## src/rtl/nand_par_pkg.sv

```systemverilog
package nand_par_pkg;
  typedef enum logic {WMODE_NARROW = 1'b0, WMODE_WIDE = 1'b1} wmode_e;

  // number of index bits that carry line parity for a given size select
  function automatic int unsigned active_line_bits(input int unsigned base_log,
                                                   input int unsigned sel);
    return base_log + sel;
  endfunction
endpackage

```

## src/rtl/nand_word_fold.sv

```systemverilog
module nand_word_fold #(
  parameter int DATA_W   = 16,
  parameter int NARROW_W = 8,
  localparam int COL_W   = $clog2(DATA_W),
  localparam int NCOL_W  = $clog2(NARROW_W)
) (
  input  logic [DATA_W-1:0] data,
  input  logic              wide,
  output logic              wpar,
  output logic [COL_W-1:0]  col_p,
  output logic [COL_W-1:0]  col_n
);
  // mask of bit positions whose position number has bit j set
  function automatic logic [DATA_W-1:0] pos_mask(input int j);
    logic [DATA_W-1:0] m;
    for (int b = 0; b < DATA_W; b++) m[b] = ((b >> j) & 1) == 1;
    return m;
  endfunction

  logic [DATA_W-1:0] eff;
  assign eff  = wide ? data : {{(DATA_W-NARROW_W){1'b0}}, data[NARROW_W-1:0]};
  assign wpar = ^eff;

  for (genvar j = 0; j < COL_W; j++) begin : g_col
    localparam logic [DATA_W-1:0] PM = pos_mask(j);
    assign col_p[j] = ^(eff & PM);
    if (j < NCOL_W) begin : g_both
      assign col_n[j] = ^(eff & ~PM);
    end else begin : g_wide_only
      assign col_n[j] = wide & (^(eff & ~PM));
    end
  end
endmodule

```

## src/rtl/nand_page_seq.sv

```systemverilog
module nand_page_seq #(
  parameter int BASE_LOG = 9,
  parameter int SEL_W    = 2,
  localparam int IDX_W   = BASE_LOG + (1 << SEL_W) - 1
) (
  input  logic             clk,
  input  logic             rst_n,
  input  logic             clear,
  input  logic             in_valid,
  input  logic [SEL_W-1:0] page_sel,
  output logic             in_ready,
  output logic             done,
  output logic             accept,
  output logic [IDX_W-1:0] idx
);
  logic [IDX_W:0]   words;
  logic [IDX_W-1:0] last_idx;

  assign words    = (IDX_W+1)'(1) << (BASE_LOG + 32'(page_sel));
  assign last_idx = words[IDX_W-1:0] - IDX_W'(1);
  assign in_ready = ~done;
  assign accept   = in_valid & ~done & ~clear;

  always_ff @(posedge clk or negedge rst_n) begin
    if (!rst_n) begin
      idx  <= '0;
      done <= 1'b0;
    end else if (clear) begin
      idx  <= '0;
      done <= 1'b0;
    end else if (accept) begin
      if (idx == last_idx) begin
        idx  <= '0;
        done <= 1'b1;
      end else begin
        idx <= idx + IDX_W'(1);
      end
    end
  end

  assert_index_in_page_R6: assert property (@(posedge clk) disable iff (!rst_n)
    !clear |-> ({1'b0, idx} < words));

  assert_done_after_last_R6: assert property (@(posedge clk) disable iff (!rst_n)
    $rose(done) |-> ($past(accept) && ($past(idx) == $past(last_idx))));
endmodule

```

## src/rtl/nand_line_acc.sv

```systemverilog
module nand_line_acc #(
  parameter int BASE_LOG = 9,
  parameter int SEL_W    = 2,
  localparam int IDX_W   = BASE_LOG + (1 << SEL_W) - 1
) (
  input  logic             clk,
  input  logic             rst_n,
  input  logic             clear,
  input  logic             accept,
  input  logic             wpar,
  input  logic [IDX_W-1:0] idx,
  input  logic [SEL_W-1:0] page_sel,
  output logic [IDX_W-1:0] line_p,
  output logic [IDX_W-1:0] line_n
);
  import nand_par_pkg::*;

  logic [IDX_W-1:0] act;

  for (genvar k = 0; k < IDX_W; k++) begin : g_act
    assign act[k] = k < active_line_bits(BASE_LOG, 32'(page_sel));

    assert_inactive_line_zero_R5: assert property (@(posedge clk) disable iff (!rst_n)
      (!clear && !act[k]) |-> (!line_p[k] && !line_n[k]));
  end

  always_ff @(posedge clk or negedge rst_n) begin
    if (!rst_n) begin
      line_p <= '0;
      line_n <= '0;
    end else if (clear) begin
      line_p <= '0;
      line_n <= '0;
    end else if (accept) begin
      for (int k = 0; k < IDX_W; k++) begin
        if (act[k]) begin
          if (idx[k]) line_p[k] <= line_p[k] ^ wpar;
          else        line_n[k] <= line_n[k] ^ wpar;
        end
      end
    end
  end
endmodule

```

## src/rtl/nand_page_parity.sv

```systemverilog
module nand_page_parity #(
  parameter int DATA_W   = 16,
  parameter int NARROW_W = 8,
  parameter int BASE_LOG = 9,
  parameter int SEL_W    = 2,
  localparam int IDX_W   = BASE_LOG + (1 << SEL_W) - 1,
  localparam int COL_W   = $clog2(DATA_W),
  localparam int PAR_W   = IDX_W + COL_W
) (
  input  logic              clk,
  input  logic              rst_n,
  input  logic              clear,
  input  logic [SEL_W-1:0]  page_sel,
  input  logic              wide,
  input  logic              in_valid,
  output logic              in_ready,
  input  logic [DATA_W-1:0] in_data,
  output logic              done,
  output logic [PAR_W-1:0]  par_true,
  output logic [PAR_W-1:0]  par_comp
);
  import nand_par_pkg::*;

  wmode_e           mode;
  logic             accept;
  logic [IDX_W-1:0] idx;
  logic             wpar;
  logic [COL_W-1:0] wcol_p, wcol_n;
  logic [COL_W-1:0] col_p_q, col_n_q;
  logic [IDX_W-1:0] line_p, line_n;

  assign mode = wmode_e'(wide);

  nand_page_seq #(.BASE_LOG(BASE_LOG), .SEL_W(SEL_W)) u_seq (
    .clk(clk), .rst_n(rst_n), .clear(clear), .in_valid(in_valid),
    .page_sel(page_sel), .in_ready(in_ready), .done(done),
    .accept(accept), .idx(idx)
  );

  nand_word_fold #(.DATA_W(DATA_W), .NARROW_W(NARROW_W)) u_fold (
    .data(in_data), .wide(mode == WMODE_WIDE), .wpar(wpar),
    .col_p(wcol_p), .col_n(wcol_n)
  );

  nand_line_acc #(.BASE_LOG(BASE_LOG), .SEL_W(SEL_W)) u_line (
    .clk(clk), .rst_n(rst_n), .clear(clear), .accept(accept), .wpar(wpar),
    .idx(idx), .page_sel(page_sel), .line_p(line_p), .line_n(line_n)
  );

  always_ff @(posedge clk or negedge rst_n) begin
    if (!rst_n) begin
      col_p_q <= '0;
      col_n_q <= '0;
    end else if (clear) begin
      col_p_q <= '0;
      col_n_q <= '0;
    end else if (accept) begin
      col_p_q <= col_p_q ^ wcol_p;
      col_n_q <= col_n_q ^ wcol_n;
    end
  end

  assign par_true = {line_p, col_p_q};
  assign par_comp = {line_n, col_n_q};

  assert_frozen_when_done_R7: assert property (@(posedge clk) disable iff (!rst_n)
    (done && !clear) |=> ($stable(par_true) && $stable(par_comp)));

  assert_clear_zeroes_R8: assert property (@(posedge clk) disable iff (!rst_n)
    clear |=> (par_true == '0 && par_comp == '0 && !done));

  assert_idle_holds_R9: assert property (@(posedge clk) disable iff (!rst_n)
    (!in_valid && !clear) |=> ($stable(par_true) && $stable(par_comp)));

  assert_narrow_col3_zero_R2: assert property (@(posedge clk) disable iff (!rst_n)
    (!clear && $past(clear) && !wide) |=> (par_true[3] == 1'b0 && par_comp[3] == 1'b0));
endmodule

```

## config.mk

```make
export PLATFORM = sky130hd
export DESIGN_NAME = nand_page_parity
export DESIGN_NICKNAME = d
export VERILOG_FILES = /design/src/rtl/nand_par_pkg.sv /design/src/rtl/nand_word_fold.sv /design/src/rtl/nand_page_seq.sv /design/src/rtl/nand_line_acc.sv /design/src/rtl/nand_page_parity.sv
export SDC_FILE = /design/constraint.sdc
export NUM_CORES = 1
export LEC_CHECK = 0
export BUFFER_PORTS_ARGS = -buffer_cell sky130_fd_sc_hd__buf_2
export CORE_MARGIN = 8
export CORE_UTILIZATION = 54
export DETAILED_ROUTE_END_ITERATION = 10
export PLACE_DENSITY = 0.87
export SKIP_LAST_GASP = 1
export SLEW_MARGIN = 0
export SYNTH_ARGS = -nofsm -noshare
export SYNTH_HDL_FRONTEND = slang
export SYNTH_SLANG_ARGS = --single-unit
```

## constraint.sdc

```tcl
create_clock -name clk -period 1.9 [get_ports clk]
set_input_delay 0.095 -clock clk [delete_from_list [all_inputs] [get_ports clk]]
set_output_delay 0.095 -clock clk [all_outputs]
set_load 0.03 [all_outputs]
```

---- After elaboration in Yosys (flattened, before gate mapping) ----
Cells that the tools add are included.
word-level totals
  word-level logic and storage cells ...... 211
  output and inout bits ................... 34
  register bits ........................... 45
  input bits .............................. 23
cells by class
  mux-type cells .......................... 63
  reductions and logical operators ........ 60
  shift operators ......................... 1
  add/subtract/negate cells ............... 3
  bitwise gates (word level) .............. 31
  $lt $le $gt $ge ......................... 12
  eq/ne operators ......................... 13
operators by type and width
  kind                                                 number
  XOR reduction 16 bit                                 9
  < comparator 3 x 32 -> 1 bit (first input constant)  4
  < comparator 4 x 32 -> 1 bit (first input constant)  4
  two-way mux 12 bit                                   7
  AND reduction 3 bit                                  24
  < comparator 2 x 32 -> 1 bit (first input constant)  2
  nonzero test 2 bit                                   26
  two-way mux 1 bit                                    51
  < comparator 1 x 32 -> 1 bit (first input constant)  1
  left shift 1 x 32 -> 12 bit (first input constant)   1
  inequality test 2 bit (second input constant)        12
  XOR 1 bit                                            24
  two-way mux 16 bit                                   1
  two-way mux 4 bit                                    4
  adder 12 x 1 -> 12 bit (second input constant)       1
  equality test 12 bit                                 1
  subtractor 12 x 1 -> 12 bit (second input constant)  1
  XOR 4 bit                                            2
  adder 4 x 2 -> 5 bit (first input constant)          1
  < comparator 1 x 5 -> 1 bit (first input constant)   1
  bitwise AND 1 bit                                    3
  NOT 1 bit                                            2
  AND reduction 2 bit                                  1

---- Longest topological paths before layout ----
Gate-level depths: netlist of run 1.
  depth after elaboration ................. 7
  mapped depth ............................ 8
  mapped depth without buffers ............ 6

---- Modules after synthesis ----
Synthesis of run 1 repeated with hierarchy kept, for this count alone.
unflattened totals
  cells, all modules ...................... 267
  area, all modules ....................... 2,591.2 um^2
by module, submodules not included
  module            cells an instance  area an instance (um^2)  seq. area each (um^2)  times used
  nand_line_acc     109                1,091.0                  600.6                  1
  nand_page_seq     79                 721.9                    325.3                  1
  nand_page_parity  35                 406.6                    200.2                  1
  nand_word_fold    44                 371.6                    0.0                    1

---- Least setup slack after synthesis of run 1 ----
No wires, ideal clock.
  kind .................................... input to register
  start point ............................. input in_data[5]
  end point ............................... register u_line.line_n[10]
  required time ........................... 1.772 ns
  setup slack ............................. 0.002 ns
  path buffers ............................ 1
  stages .................................. 7
  setup time .............................. 0.128 ns
  arrival ................................. 1.771 ns
  cells stage by stage .................... xor2_1 > xnor2_1 > xor2_1 > xor3_2 > buf_6 > nor4b_1 > mux2_1
on the way
  longest elaborated chain between the ends .. 7
RTL lines
  element                          line                    source
  from (decl)                      nand_page_parity.sv:17  input logic [DATA_W-1:0] in_data,
  two-way mux 16 bit               nand_word_fold.sv:21    assign eff = wide ? data : {{(DATA_W-NARROW_W){1'b0}}, data[NARROW_W-1:0]};
  XOR reduction 16 bit             nand_word_fold.sv:22    assign wpar = ^eff;
  XOR 1 bit                        nand_line_acc.sv:38     else line_n[k] <= line_n[k] ^ wpar;
  two-way mux 1 bit                nand_line_acc.sv:37     if (idx[k]) line_p[k] <= line_p[k] ^ wpar;
  two-way mux 1 bit                nand_line_acc.sv:36     if (act[k]) begin
  two-way mux 12 bit               nand_line_acc.sv:34     end else if (accept) begin
  two-way mux 12 bit               nand_line_acc.sv:31     end else if (clear) begin
  to (signal, indexed assignment)  nand_line_acc.sv:38
  to (decl)                        nand_line_acc.sv:14     output logic [IDX_W-1:0] line_n
Every way passes these cells. The select of a mux whose other input is x is not followed.
A chain may end at the register's enable or synchronous reset.

---- Worst setup path in the final report of run 1 ----
  start point ............................. register u_seq.done
  end point ............................... register u_line.line_p[10]
on the way
  longest elaborated chain between the ends .. 5
RTL lines
  element                               line                 source
  from (decl)                           nand_page_seq.sv:12  output logic done,
  from (signal assigned)                nand_page_seq.sv:27  done <= 1'b0;
  from (signal assigned)                nand_page_seq.sv:30  done <= 1'b0;
  from (signal assigned)                nand_page_seq.sv:34  done <= 1'b1;
  NOT 1 bit                             nand_page_seq.sv:22  assign accept = in_valid & ~done & ~clear;
  bitwise AND 1 bit (2 in a row)        nand_page_seq.sv:22
  nonzero test 2 bit (no source line)   -
  AND reduction 3 bit (no source line)  -
  to (signal, indexed assignment)       nand_line_acc.sv:37
  to (decl)                             nand_line_acc.sv:13  output logic [IDX_W-1:0] line_p,
Every way passes these cells.

==> flow_metrics.env, run 1 <==
export IMPL_cts_root_buf="clkbuf_8"
export IMPL_reg2regPathDepth=4
export IMPL_min_path_type="input port to flop"
export IMPL_place_congestion=0.8735
export IMPL_ioPinCount=57
export IMPL_synth_edff_count=0
export IMPL_fp_row_count=25
export IMPL_period_share_pct=98.24
export IMPL_clock_sinks=45
export IMPL_synthTopCellsByCount="45 x dfrtp_1, 33 x xnor2_1, 30 x a21oi_1"
export IMPL_ctsLongestPathBuffers=2
export IMPL_timing_final_crit_period_ns=1.867
export IMPL_yosysSeqAreaShare_pct=42.96
export IMPL_dieArea_sq_um=7339
export IMPL_synth_top_cell_area_share_pct=42.96
export IMPL_synth_seq_cells=45
export IMPL_cts_htree_levels=2
export IMPL_wire_per_inst_um=16.53
export IMPL_worst_slew_pin_slew_ns=0.5762
export IMPL_rsz0062_at_grt="yes"
export IMPL_grt_pass1_vias=2525
export IMPL_antenna_found_initial=0
export IMPL_avgSynthCellArea_sq_um=9.362
export IMPL_drive_gt1_share_pct=31.69
export IMPL_nNetsFinal=390
export IMPL_seqPwrFrac_pct=37.3
export IMPL_worstSetupEndpointType="flop"
export IMPL_grt_ovfl_total=0
export IMPL_synth_top_flop_cell="dfrtp_1"
export IMPL_crit_required_ns=2.13
export IMPL_timing_final_hold_violations=0
export IMPL_io_buffers=56
export IMPL_synthCells=280
export IMPL_power_leakage_nw=1.524
export IMPL_track_usage_pct=19.47
export IMPL_ant_nets=0
export IMPL_powerDensity_nw_per_um2=914.9
export IMPL_grt_max_degree=27
export IMPL_vias=2477
export IMPL_tritoncts="yes"
export IMPL_intPower_mw=1.900
export IMPL_synth_nets=304
export IMPL_grt_pass1_wl_um=11740
export IMPL_critPathLaunch="u_seq.done$_DFFE_PN0P_"
export IMPL_drc=0
export IMPL_setup_violations_final=0
export IMPL_routed_wl_um=6941
export IMPL_core_area_sq_um=4692
export IMPL_postLayoutCellArea_sq_um=3333
export IMPL_p_clk_share_pct=19.8
export IMPL_final_max_slew_violation_count=0
export IMPL_hpwl_um=4928
export IMPL_synth_area_leaders="dfrtp_1 43%, xnor2_1 11%, o31ai_1 6.3%, a21oi_1 5.7%, or4_1 5.2%"
export IMPL_vias_per_cell=5.898
export IMPL_dr_first_iter_drc_count=136
export IMPL_syn_area_sq_um=2621
export IMPL_timing_slew_headroom_pct=61.58
export IMPL_ys_warn_count=0
export IMPL_critPathKind="flop to flop"
export IMPL_critPathLaunchType="flop"
export IMPL_endpoint="u_line.line_p[10]$_DFFE_PN0P_"
export IMPL_max_cap_violations=0
export IMPL_status="finished, final reports clean"
export IMPL_synth_most_common_cell="dfrtp_1"
export IMPL_die_h_um=85.67
export IMPL_die_x_um=85.67
export IMPL_synth_top_area_cell="dfrtp_1"
export IMPL_placed_cells=404
export IMPL_skew_ns=0.005208
export IMPL_rr_endpoint="u_line.line_p[10]$_DFFE_PN0P_"
export IMPL_async_flop_share_pct=100.0
export IMPL_finalCoreUtilization_pct=71.04
export IMPL_fmax_ghz=0.5357
export IMPL_worstSkewPairLatency_ns=0.30
export IMPL_stdcell_count=420
export IMPL_cts_buffers=5
export IMPL_timing_rr_start="u_seq.done$_DFFE_PN0P_"
export IMPL_initial_core_util_pct=55.87
export IMPL_worstPathMaxFanout=20
export IMPL_num_antenna_cells=0
export IMPL_switching_power_mw=1.149
export IMPL_area_growth_synth_to_final_pct=27.16
export IMPL_cts_clk_slew_worst_paths_ns=0.08
export IMPL_place_area_sq_um=3147
export IMPL_synthDistinctLibCells=38
export IMPL_rrSetupSlack_ns=0.03
export IMPL_pwr_share_comb_pct=42.9
export IMPL_peakVddDrop_mv=0.4238
export IMPL_dr_pass1_iters=4
export IMPL_cp_arrival_ns=2.10
export IMPL_swShare_pct=37.69
==> through the flow <==
step / hold WS (ns) / total power, mW / setup TNS (ns) / setup WS, ns
2_1_floorplan: -0.2006 / 1.923 / 0 / 0.001940
3_3_place_gp: 0.1171 / 2.242 / -5.063 / -0.2576
3_5_place_dp: 0.1275 / 2.290 / -6.780 / -0.3691
4_1_cts: 0.1408 / 2.987 / -0.1070 / -0.04733
5_1_grt: 0.1625 / 3.202 / -0.1729 / -0.03062
6_report: 0.1408 / 3.049 / 0 / 0.03339
==> repair_timing <==
action	4_1_cts	5_1_grt
cloned	0	0
endpoints found under the setup margin	11	24
hold buffers	1	0
pin swaps	4	6
gates resized for setup	2	5
endpoints found under the hold margin	25	0
setup buffers	6	2
==> area by class of cell <==
type | count | area (sq um)
repair buffers | 97 | 606.8
flip-flops and latches | 45 | 1126
multi-input cells | 206 | 1405
fillers | 338 | 1359
clock buffers | 7 | 86.33
well taps | 54 | 67.56
inverters | 11 | 41.29
==> power by group through the flow <==
stage | Sequential [mW] | Clock [mW] | Combinational, mW
after global routing | 1.16 | 0.635 | 1.41
after global placement | 1.15 | 0 | 1.09
final | 1.14 | 0.605 | 1.31
after floorplan | 1.35 | 0 | 0.576
after CTS | 1.14 | 0.610 | 1.24
after detailed placement | 1.15 | 0 | 1.14
==> sequential cells by signal (all words and copies together) (netlist names) <==
signal / flops
col_n_q: 4
col_p_q: 4
u_line.line_n: 12
u_line.line_p: 12
u_seq.done: 1
u_seq.idx: 12
==> metal layers <==
metal / vias up / wire (um) / global-route usage (%) / share of wire, %
li1: 1167 / - / - / -
met1: 1223 / 2864 / 21.80 / 41
met2: 74 / 3571 / 34.27 / 51
met3: 13 / 344 / 4.489 / 5.0
met4: 0 / 160 / 8.758 / 2.3
met5: - / 0 / 0 / 0
==> layout by cell type, fill, tap and decap left out, types with 2 or more instances in the layout <==
| master | count |
|---|---|
| nor2_1 | 25 |
| nand2_1 | 10 |
| nor2b_1 | 3 |
| xnor2_1 | 33 |
| xor2_1 | 14 |
| nor3_1 | 9 |
| buf_2 | 56 |
| buf_4 | 38 |
| or4_1 | 18 |
| clkbuf_8 | 6 |
| and3_1 | 6 |
| a21oi_1 | 27 |
| nand4_1 | 3 |
| inv_1 | 11 |
| nor3b_1 | 2 |
| nand3_1 | 6 |
| dfrtp_1 | 45 |
| or4_2 | 3 |
| a21oi_2 | 3 |
| o21ai_0 | 3 |
| o31ai_1 | 22 |
==> worst max-delay path, stage by stage, from the launching register on <==
cell and delay, ns:
dfrtp_1 0.42, nand2b_2 0.40, buf_4 0.29, or4_1 0.52, a21oi_1 0.16
==> worst min-delay path by stage <==
stage | from | end | slack [ns] | cells after the start
after floorplan | rst_n | col_n_q[0]$_DFFE_PN0P_ | -0.20 | 0
after global placement | rst_n | u_line.line_p[0]$_DFFE_PN0P_ | 0.12 | 1
after detailed placement | rst_n | u_line.line_p[7]$_DFFE_PN0P_ | 0.13 | 1
after CTS | clear | u_seq.idx[0]$_DFFE_PN0P_ | 0.14 | 2
after global routing | clear | u_line.line_n[1]$_DFFE_PN0P_ | 0.16 | 2
final | clear | u_line.line_n[1]$_DFFE_PN0P_ | 0.14 | 2
==> cell families after synthesis <==
| kind of cell | after synthesis | share of synthesized area, % |
|---|---|---|
| compound gates | 61 | 14.37 |
| xor+xnor | 48 | 16.66 |
| fa+ha+maj | 1 | 0.4773 |
| buf+inv | 29 | 4.534 |
| flops | 45 | 42.96 |
| mux | 2 | 0.8591 |
| simple gates | 94 | 20.14 |
No activity file was read; power rests on OpenSTA's default activity.
==> inputs of run 2 (changes only) <==
Settings changed: CORE_UTILIZATION 54 to 45, PLACE_DENSITY 0.87 to 0.76, SYNTH_HIERARCHICAL set to 1.
==> run 2 against run 1 <==
- area after synthesis fell by 1.1%
- register-to-register slack improved by 0.12 ns
- synthesized cell count fell by 4.6%
- wire length fell by 11%
- sequential power fell by 5%
- first-iteration DRC count fell by 37%
- combinational power fell by 33%
- clock power rose by 2%
- utilization fell by 12 points
- clock skew rose by 0.0064 ns
- power fell by 16%
- critical path type unchanged
- largest cell class unchanged
- highest routed layer unchanged
==> flow_metrics.env, run 2 <==
export IMPL_status="finished, final reports clean"
export IMPL_routed_wl_um=6153
export IMPL_synth_top_cell_area_share_pct=43.46
export IMPL_timing_slew_headroom_pct=72.89
export IMPL_p_total_mw=2.573
export IMPL_worst_slew_pin_slew_ns=0.4030
export IMPL_final_setup_tns_ns=0
export IMPL_die_h_um=91.89
export IMPL_grt_pass1_wl_um=10530
export IMPL_grt_max_degree=24
export IMPL_rsz0062_at_grt="no"
export IMPL_avgSynthCellArea_sq_um=9.705
export IMPL_dr_pass1_iters=4
export IMPL_timing_final_crit_period_ns=1.747
export IMPL_worstSetupEndpointType="flop"
export IMPL_async_flop_share_pct=100.0
export IMPL_antenna_found_initial=0
export IMPL_synth_top_flop_cell="dfrtp_1"
export IMPL_synthDistinctLibCells=44
export IMPL_die_x_um=91.89
export IMPL_track_usage_pct=15.09
export IMPL_final_max_slew_violation_count=0
export IMPL_drc=0
export IMPL_vias=2241
export IMPL_synth_top_area_cell="dfrtp_1"
export IMPL_detailedPlace_worstSlack_ns=-0.1808
export IMPL_worstSkewPairLatency_ns=0.31
export IMPL_grt_pass1_vias=2230
export IMPL_ctsLongestPathBuffers=2
export IMPL_syn_area_sq_um=2591
export IMPL_fp_row_count=27
export IMPL_dr_first_iter_drc_count=86
export IMPL_dieArea_sq_um=8443
export IMPL_cp_arrival_ns=1.94
export IMPL_hold_slack_ns=0.05282
export IMPL_cts_clk_slew_worst_paths_ns=0.10
export IMPL_layout_common_cells="56 x buf_2, 45 x dfrtp_1, 33 x buf_4, 29 x xnor2_1, 26 x xor2_1"
export IMPL_vias_per_cell=5.236
export IMPL_num_antenna_cells=0
export IMPL_cts_htree_levels=2
export IMPL_max_cap_violations=0
export IMPL_reg_largest_list="u_line/line_n (12), u_line/line_p (12), u_seq/idx (12)"
export IMPL_initial_core_util_pct=46.77
export IMPL_cts_root_buf="clkbuf_8"
export IMPL_cts_buffers=5
export IMPL_crit_required_ns=2.09
export IMPL_timing_final_hold_violations=0
export IMPL_powerDensity_nw_per_um2=789.5
export IMPL_ioPinCount=57
export IMPL_synth_most_common_cell="dfrtp_1"
export IMPL_clock_sinks=45
export IMPL_stdcell_count=428
export IMPL_worstPathMaxFanout=7
export IMPL_nNetsFinal=379
export IMPL_setup_violations_final=0
export IMPL_placed_cells=419
export IMPL_area_growth_synth_to_final_pct=25.78
export IMPL_yosysSeqAreaShare_pct=43.46
export IMPL_tritoncts="yes"
export IMPL_critPathLaunchType="flop"
export IMPL_synth_seq_cells=45
export IMPL_hpwl_um=4711
export IMPL_synthCells=267
export IMPL_synth_area_leaders="dfrtp_1 43%, xnor2_1 9.8%, xor2_1 8.8%, a21oi_1 4.6%, nor2_1 3.5%"
export IMPL_grt_ovfl_total=0
export IMPL_peakVddDrop_mv=0.5449
export IMPL_layout_commonest_cell="buf_2"
export IMPL_io_buffers=56
export IMPL_critPathKind="flop to flop"
export IMPL_fmax_ghz=0.5725
export IMPL_synth_nets=291
export IMPL_skew_ns=0.01165
export IMPL_power_leakage_nw=1.529
export IMPL_drive_gt1_share_pct=31.74
export IMPL_ys_warn_count=6
export IMPL_fin_ws_ns=0.1533
export IMPL_wire_per_inst_um=14.38
export IMPL_finalCoreUtilization_pct=58.83
export IMPL_synthTopCellsByCount="45 x dfrtp_1, 29 x xnor2_1, 26 x xor2_1"
export IMPL_synth_edff_count=0
export IMPL_place_area_sq_um=3147
export IMPL_ant_nets=0
export IMPL_core_area_sq_um=5540
export IMPL_min_path_type="input port to flop"
export IMPL_postLayoutCellArea_sq_um=3259
export IMPL_period_share_pct=91.93
export IMPL_place_congestion=0.8373
run 2: worst paths after layout:
check	end	cells past startpoint	from	slack (ns)
max	u_seq/idx[5]$_DFFE_PN0P_	6	u_seq/idx[1]$_DFFE_PN0P_	0.15
min	u_seq/done$_DFFE_PN0P_	3	in_valid	0.05
max reg2reg	u_seq/idx[5]$_DFFE_PN0P_	6	u_seq/idx[1]$_DFFE_PN0P_	0.15
min reg2reg	u_line/line_p[1]$_DFFE_PN0P_	2	u_line/line_p[1]$_DFFE_PN0P_	0.54
max in group asynchronous	col_n_q[0]$_DFFE_PN0P_	3	rst_n	1.10
min in group asynchronous	u_line/line_p[3]$_DFFE_PN0P_	2	rst_n	0.22
run 2: metal layers:
layer	vias to the layer above	global-route usage, %	part of all wire (%)
met5	-	0	0
met4	0	4.832	1.1
met3	9	3.749	4.8
met2	59	25.27	50
met1	1075	18.58	44
li1	1098	-	-
run 2: repair_timing:
| item | 4_1_cts | 5_1_grt |
|---|---|---|
| endpoints found under the setup margin | 0 | 7 |
| hold buffers | 1 | 0 |
| gates resized for setup | 0 | 3 |
| hold endpoints to repair | 13 | 0 |
| buffers inserted | 0 | 0 |
run 2: cell type report:
cell class | instances | area [sq um]
Sequential cell | 45 | 1126
Inverter | 3 | 11.26
Clock buffer | 5 | 68.82
Tap cell | 72 | 90.09
Clock inverter | 3 | 25.02
Fill cell | 481 | 2281
Multi-Input combinational cell | 210 | 1400
Timing Repair Buffer | 90 | 538.0
run 2: power breakdown:
| part | switching [mW] | internal [mW] |
|---|---|---|
| registers | 0.0499 | 1.03 |
| logic | 0.509 | 0.368 |
| clock network | 0.354 | 0.266 |
run 2: logic make-up after synthesis:
kind of cell | Yosys count | synth area share [%]
adder cells (fa/ha/maj) | 1 | 0.4828
XOR/XNOR | 56 | 19.46
flip-flops | 45 | 43.46
AND/OR/NAND/NOR | 93 | 18.88
AO/OA/AOI/OAI | 60 | 14.87
buffers and inverters | 12 | 2.849
run 2: critical path, stage by stage (launching register included):
cell and delay (ns):
dfrtp_1 0.37, ha_1 0.18, nand3_1 0.11, nor3_1 0.30
a21boi_4 0.32, a21o_2 0.26, nor2_1 0.07
==> inputs of run 3 (changes only) <==
Settings changed: ABC_AREA set to 1, PLACE_DENSITY 0.76 to 0.74.
==> run 3 against run 2 <==
- via count up 41%
- utilization down 6.7 points
- sequential cell count unchanged
- fmax up 6.6%
- global-route usage up 0.52 points
- wire length up 26%
- combinational power down 3.2%
- largest cell class unchanged
- sequential power up 5%
- setup slack better by 0.11 ns
==> flow_metrics.env, run 3 <==
export IMPL_status="finished, final reports clean"
export IMPL_timing_final_hold_violations=0
export IMPL_grt_max_degree=46
export IMPL_routed_wl_um=7761
export IMPL_stdcell_count=649
export IMPL_cp_arrival_ns=1.84
export IMPL_layout_common_cells="168 x nand2_1, 57 x nor2_1, 56 x buf_2, 53 x inv_1"
export IMPL_intPower_mw=1.578
export IMPL_final_max_slew_violation_count=0
export IMPL_die_h_um=101.6
export IMPL_crit_chain="buf_2, nand2_1, nand2_1, nand2_2, nand2_1, nand2_2, nand2_2, nand2_2, nand2_1, nand2_1, buf_4, inv_1, nand2_1, nand2_1, nor2_1, nand2_1, nand2_1"
export IMPL_dieArea_sq_um=10320
export IMPL_dr_pass1_iters=4
export IMPL_endpoint="u_line/line_p[10]$_DFFE_PN0P_"
export IMPL_cp_slowest_cell="buf_2"
export IMPL_cts_clk_slew_worst_paths_ns=0.09
export IMPL_postLayoutCellArea_sq_um=3739
export IMPL_timing_rr_start="u_seq/idx[1]$_DFFE_PN0P_"
export IMPL_worst_slew_pin_slew_ns=0.5938
export IMPL_placed_cells=640
export IMPL_ctsLongestPathBuffers=2
export IMPL_postCtsSetupBuffers=0
export IMPL_swShare_pct=39.19
export IMPL_vias_per_cell=4.857
export IMPL_hpwl_um=5970
export IMPL_grt_pass1_wl_um=13170
export IMPL_setup_violations_final=0
export IMPL_period_share_pct=86.23
export IMPL_cts_buffers=5
export IMPL_cts_htree_levels=2
export IMPL_synth_nets=513
export IMPL_synth_top_cell_area_share_pct=34.16
export IMPL_drc=0
export IMPL_syn_area_sq_um=3297
export IMPL_avgSynthCellArea_sq_um=6.742
export IMPL_die_x_um=101.6
export IMPL_final_setup_tns_ns=0
export IMPL_nNetsFinal=573
export IMPL_synthTopCellsByCount="168 x nand2_1, 58 x nor2_1, 53 x inv_1"
export IMPL_critPathKind="input port to flop"
export IMPL_critPathLaunchType="input port"
export IMPL_reg_largest_list="u_line/line_n (12), u_line/line_p (12), u_seq/idx (12)"
export IMPL_place_congestion=0.8129
export IMPL_grt_ovfl_total=0
export IMPL_switching_power_mw=1.017
export IMPL_max_cap_violations=0
export IMPL_power_leakage_nw=1.983
export IMPL_seq_area_sq_um=1126
export IMPL_initial_core_util_pct=45.95
export IMPL_synth_edff_count=0
export IMPL_peakVddDrop_mv=0.3847
export IMPL_crit_required_ns=2.10
export IMPL_synth_top_area_cell="dfrtp_1"
export IMPL_worstSetupEndpointType="flop"
export IMPL_core_area_sq_um=7176
export IMPL_ioPinCount=57
export IMPL_wire_per_inst_um=11.96
export IMPL_grt_pass1_vias=3063
export IMPL_powerDensity_nw_per_um2=693.9
export IMPL_worstPathMaxFanout=17
export IMPL_synthDistinctLibCells=28
export IMPL_ys_warn_count=6
export IMPL_rrSetupSlack_ns=0.31
export IMPL_timing_final_crit_period_ns=1.638
export IMPL_yosysSeqAreaShare_pct=34.16
export IMPL_rr_endpoint="u_seq/idx[6]$_DFFE_PN0P_"
export IMPL_num_antenna_cells=0
export IMPL_seqPwrFrac_pct=43.4
export IMPL_timing_slew_headroom_pct=60.42
export IMPL_cts_root_buf="clkbuf_8"
export IMPL_vias=3152
export IMPL_fmax_ghz=0.6103
export IMPL_dr_first_iter_drc_count=100
export IMPL_p_total_mw=2.594
export IMPL_tritoncts="yes"
export IMPL_multi_input_area_sq_um=1831
export IMPL_min_path_type="input port to flop"
export IMPL_drive_gt1_share_pct=21.45
export IMPL_track_usage_pct=15.61
export IMPL_fillCellCount=703
export IMPL_fp_row_count=31
export IMPL_critPathLaunch="wide"
export IMPL_skew_ns=0.006639
export IMPL_worstSkewPairLatency_ns=0.31
export IMPL_pwr_share_comb_pct=32.8
export IMPL_area_growth_synth_to_final_pct=13.40
export IMPL_cp_slowest_stage_delay_ns=0.28
export IMPL_synth_top_flop_cell="dfrtp_1"
export IMPL_async_flop_share_pct=100.0
export IMPL_io_buffers=56
export IMPL_place_area_sq_um=3637
export IMPL_synth_most_common_cell="nand2_1"
export IMPL_rsz0062_at_grt="no"
export IMPL_synth_area_leaders="dfrtp_1 34%, nand2_1 19%, nand3_1 6.8%, nor2_1 6.6%, inv_1 6.0%"
export IMPL_synthCells=489
export IMPL_reg2regPathDepth=8
export IMPL_p_clk_share_pct=23.8
export IMPL_antenna_found_initial=0
export IMPL_clock_sinks=45
export IMPL_layout_commonest_cell="nand2_1"
export IMPL_cp_common_cell="nand2_1"
export IMPL_ant_nets=0
export IMPL_synth_seq_cells=45
[run 3: changes by cell type after synthesis, moves of 6 or more]
cell | before | now
nor2_2 | 2 | 11
nand3_2 | 0 | 8
nor2_1 | 24 | 58
nand2_1 | 16 | 168
inv_1 | 3 | 53
o21bai_1 | 0 | 10
or3_1 | 14 | 0
xnor2_1 | 29 | 12
nand3b_1 | 9 | 0
a21bo_2 | 6 | 0
o21ai_0 | 15 | 2
nand2_2 | 1 | 14
xor2_1 | 26 | 13
nand3_1 | 14 | 45
[run 3: worst min-delay path by stage]
| stage | from | end | slack, ns | cells after the start |
|---|---|---|---|---|
| after floorplan | rst_n | col_n_q[0]$_DFFE_PN0P_ | -0.20 | 0 |
| after global placement | rst_n | u_line/line_n[6]$_DFFE_PN0P_ | 0.22 | 2 |
| after detailed placement | rst_n | u_line/line_p[6]$_DFFE_PN0P_ | 0.22 | 2 |
| after CTS | clear | u_seq/done$_DFFE_PN0P_ | 0.19 | 2 |
| after global routing | clear | u_seq/done$_DFFE_PN0P_ | 0.21 | 2 |
| final | clear | u_seq/done$_DFFE_PN0P_ | 0.18 | 2 |
[run 3: critical path, delay by kind of cell]
kind,cells,cell delay [ns]
buf+inv,3,0.60
simple gates,14,1.13
[run 3: kinds of logic after synthesis]
family / after synthesis / synth area share (%)
xor gates and xnor gates: 25 / 6.641
adders and majority gates: 1 / 0.3794
AOI/OAI and AO/OA: 37 / 6.603
buffers and inverters: 70 / 10.40
DFF: 45 / 34.16
and+or+nand+nor: 311 / 41.82
[run 3: repair_timing]
action / in CTS / in global routing
resized for setup: 0 / 0
hold endpoints to repair: 45 / 0
hold buffers: 1 / 0
[run 3: routing by layer]
layer | wire length [um] | global-route usage [%] | up-vias
met5 | 0 | 0 | -
li1 | - | - | 1623
met4 | 135 | 5.956 | 0
met3 | 357 | 3.299 | 16
met1 | 3493 | 18.47 | 1453
met2 | 3775 | 26.91 | 60
[run 3: area by class of cell]
class | count | area share, %
Tap cell | 99 | 3.313
Clock buffer | 5 | 1.841
Sequential cell | 45 | 30.12
Timing Repair Buffer | 63 | 8.969
Inverter | 60 | 6.191
Multi-Input combinational cell | 374 | 48.96
Clock inverter | 3 | 0.6024
[run 3: power groups by stage]
stage               clock, mW  sequential (mW)  combinational [mW]
global route            0.687             1.14               0.954
finish                  0.619             1.13               0.850
detailed placement          0             1.15               0.847
CTS                     0.635             1.13               0.855
floorplan                   0             1.26               0.508
global placement            0             1.14               0.828
[run 3: metrics by stage]
step | hold slack, ns | setup WS [ns] | utilization, %
after floorplan | -0.2006 | 0.1064 | -
after global placement | 0.2216 | 0.09827 | 50.69
after detailed placement | 0.2246 | 0.002137 | 50.69
after CTS | 0.1856 | 0.2765 | 52.10
after global routing | 0.2115 | 0.07066 | 52.10
final | 0.1828 | 0.2615 | 52.10
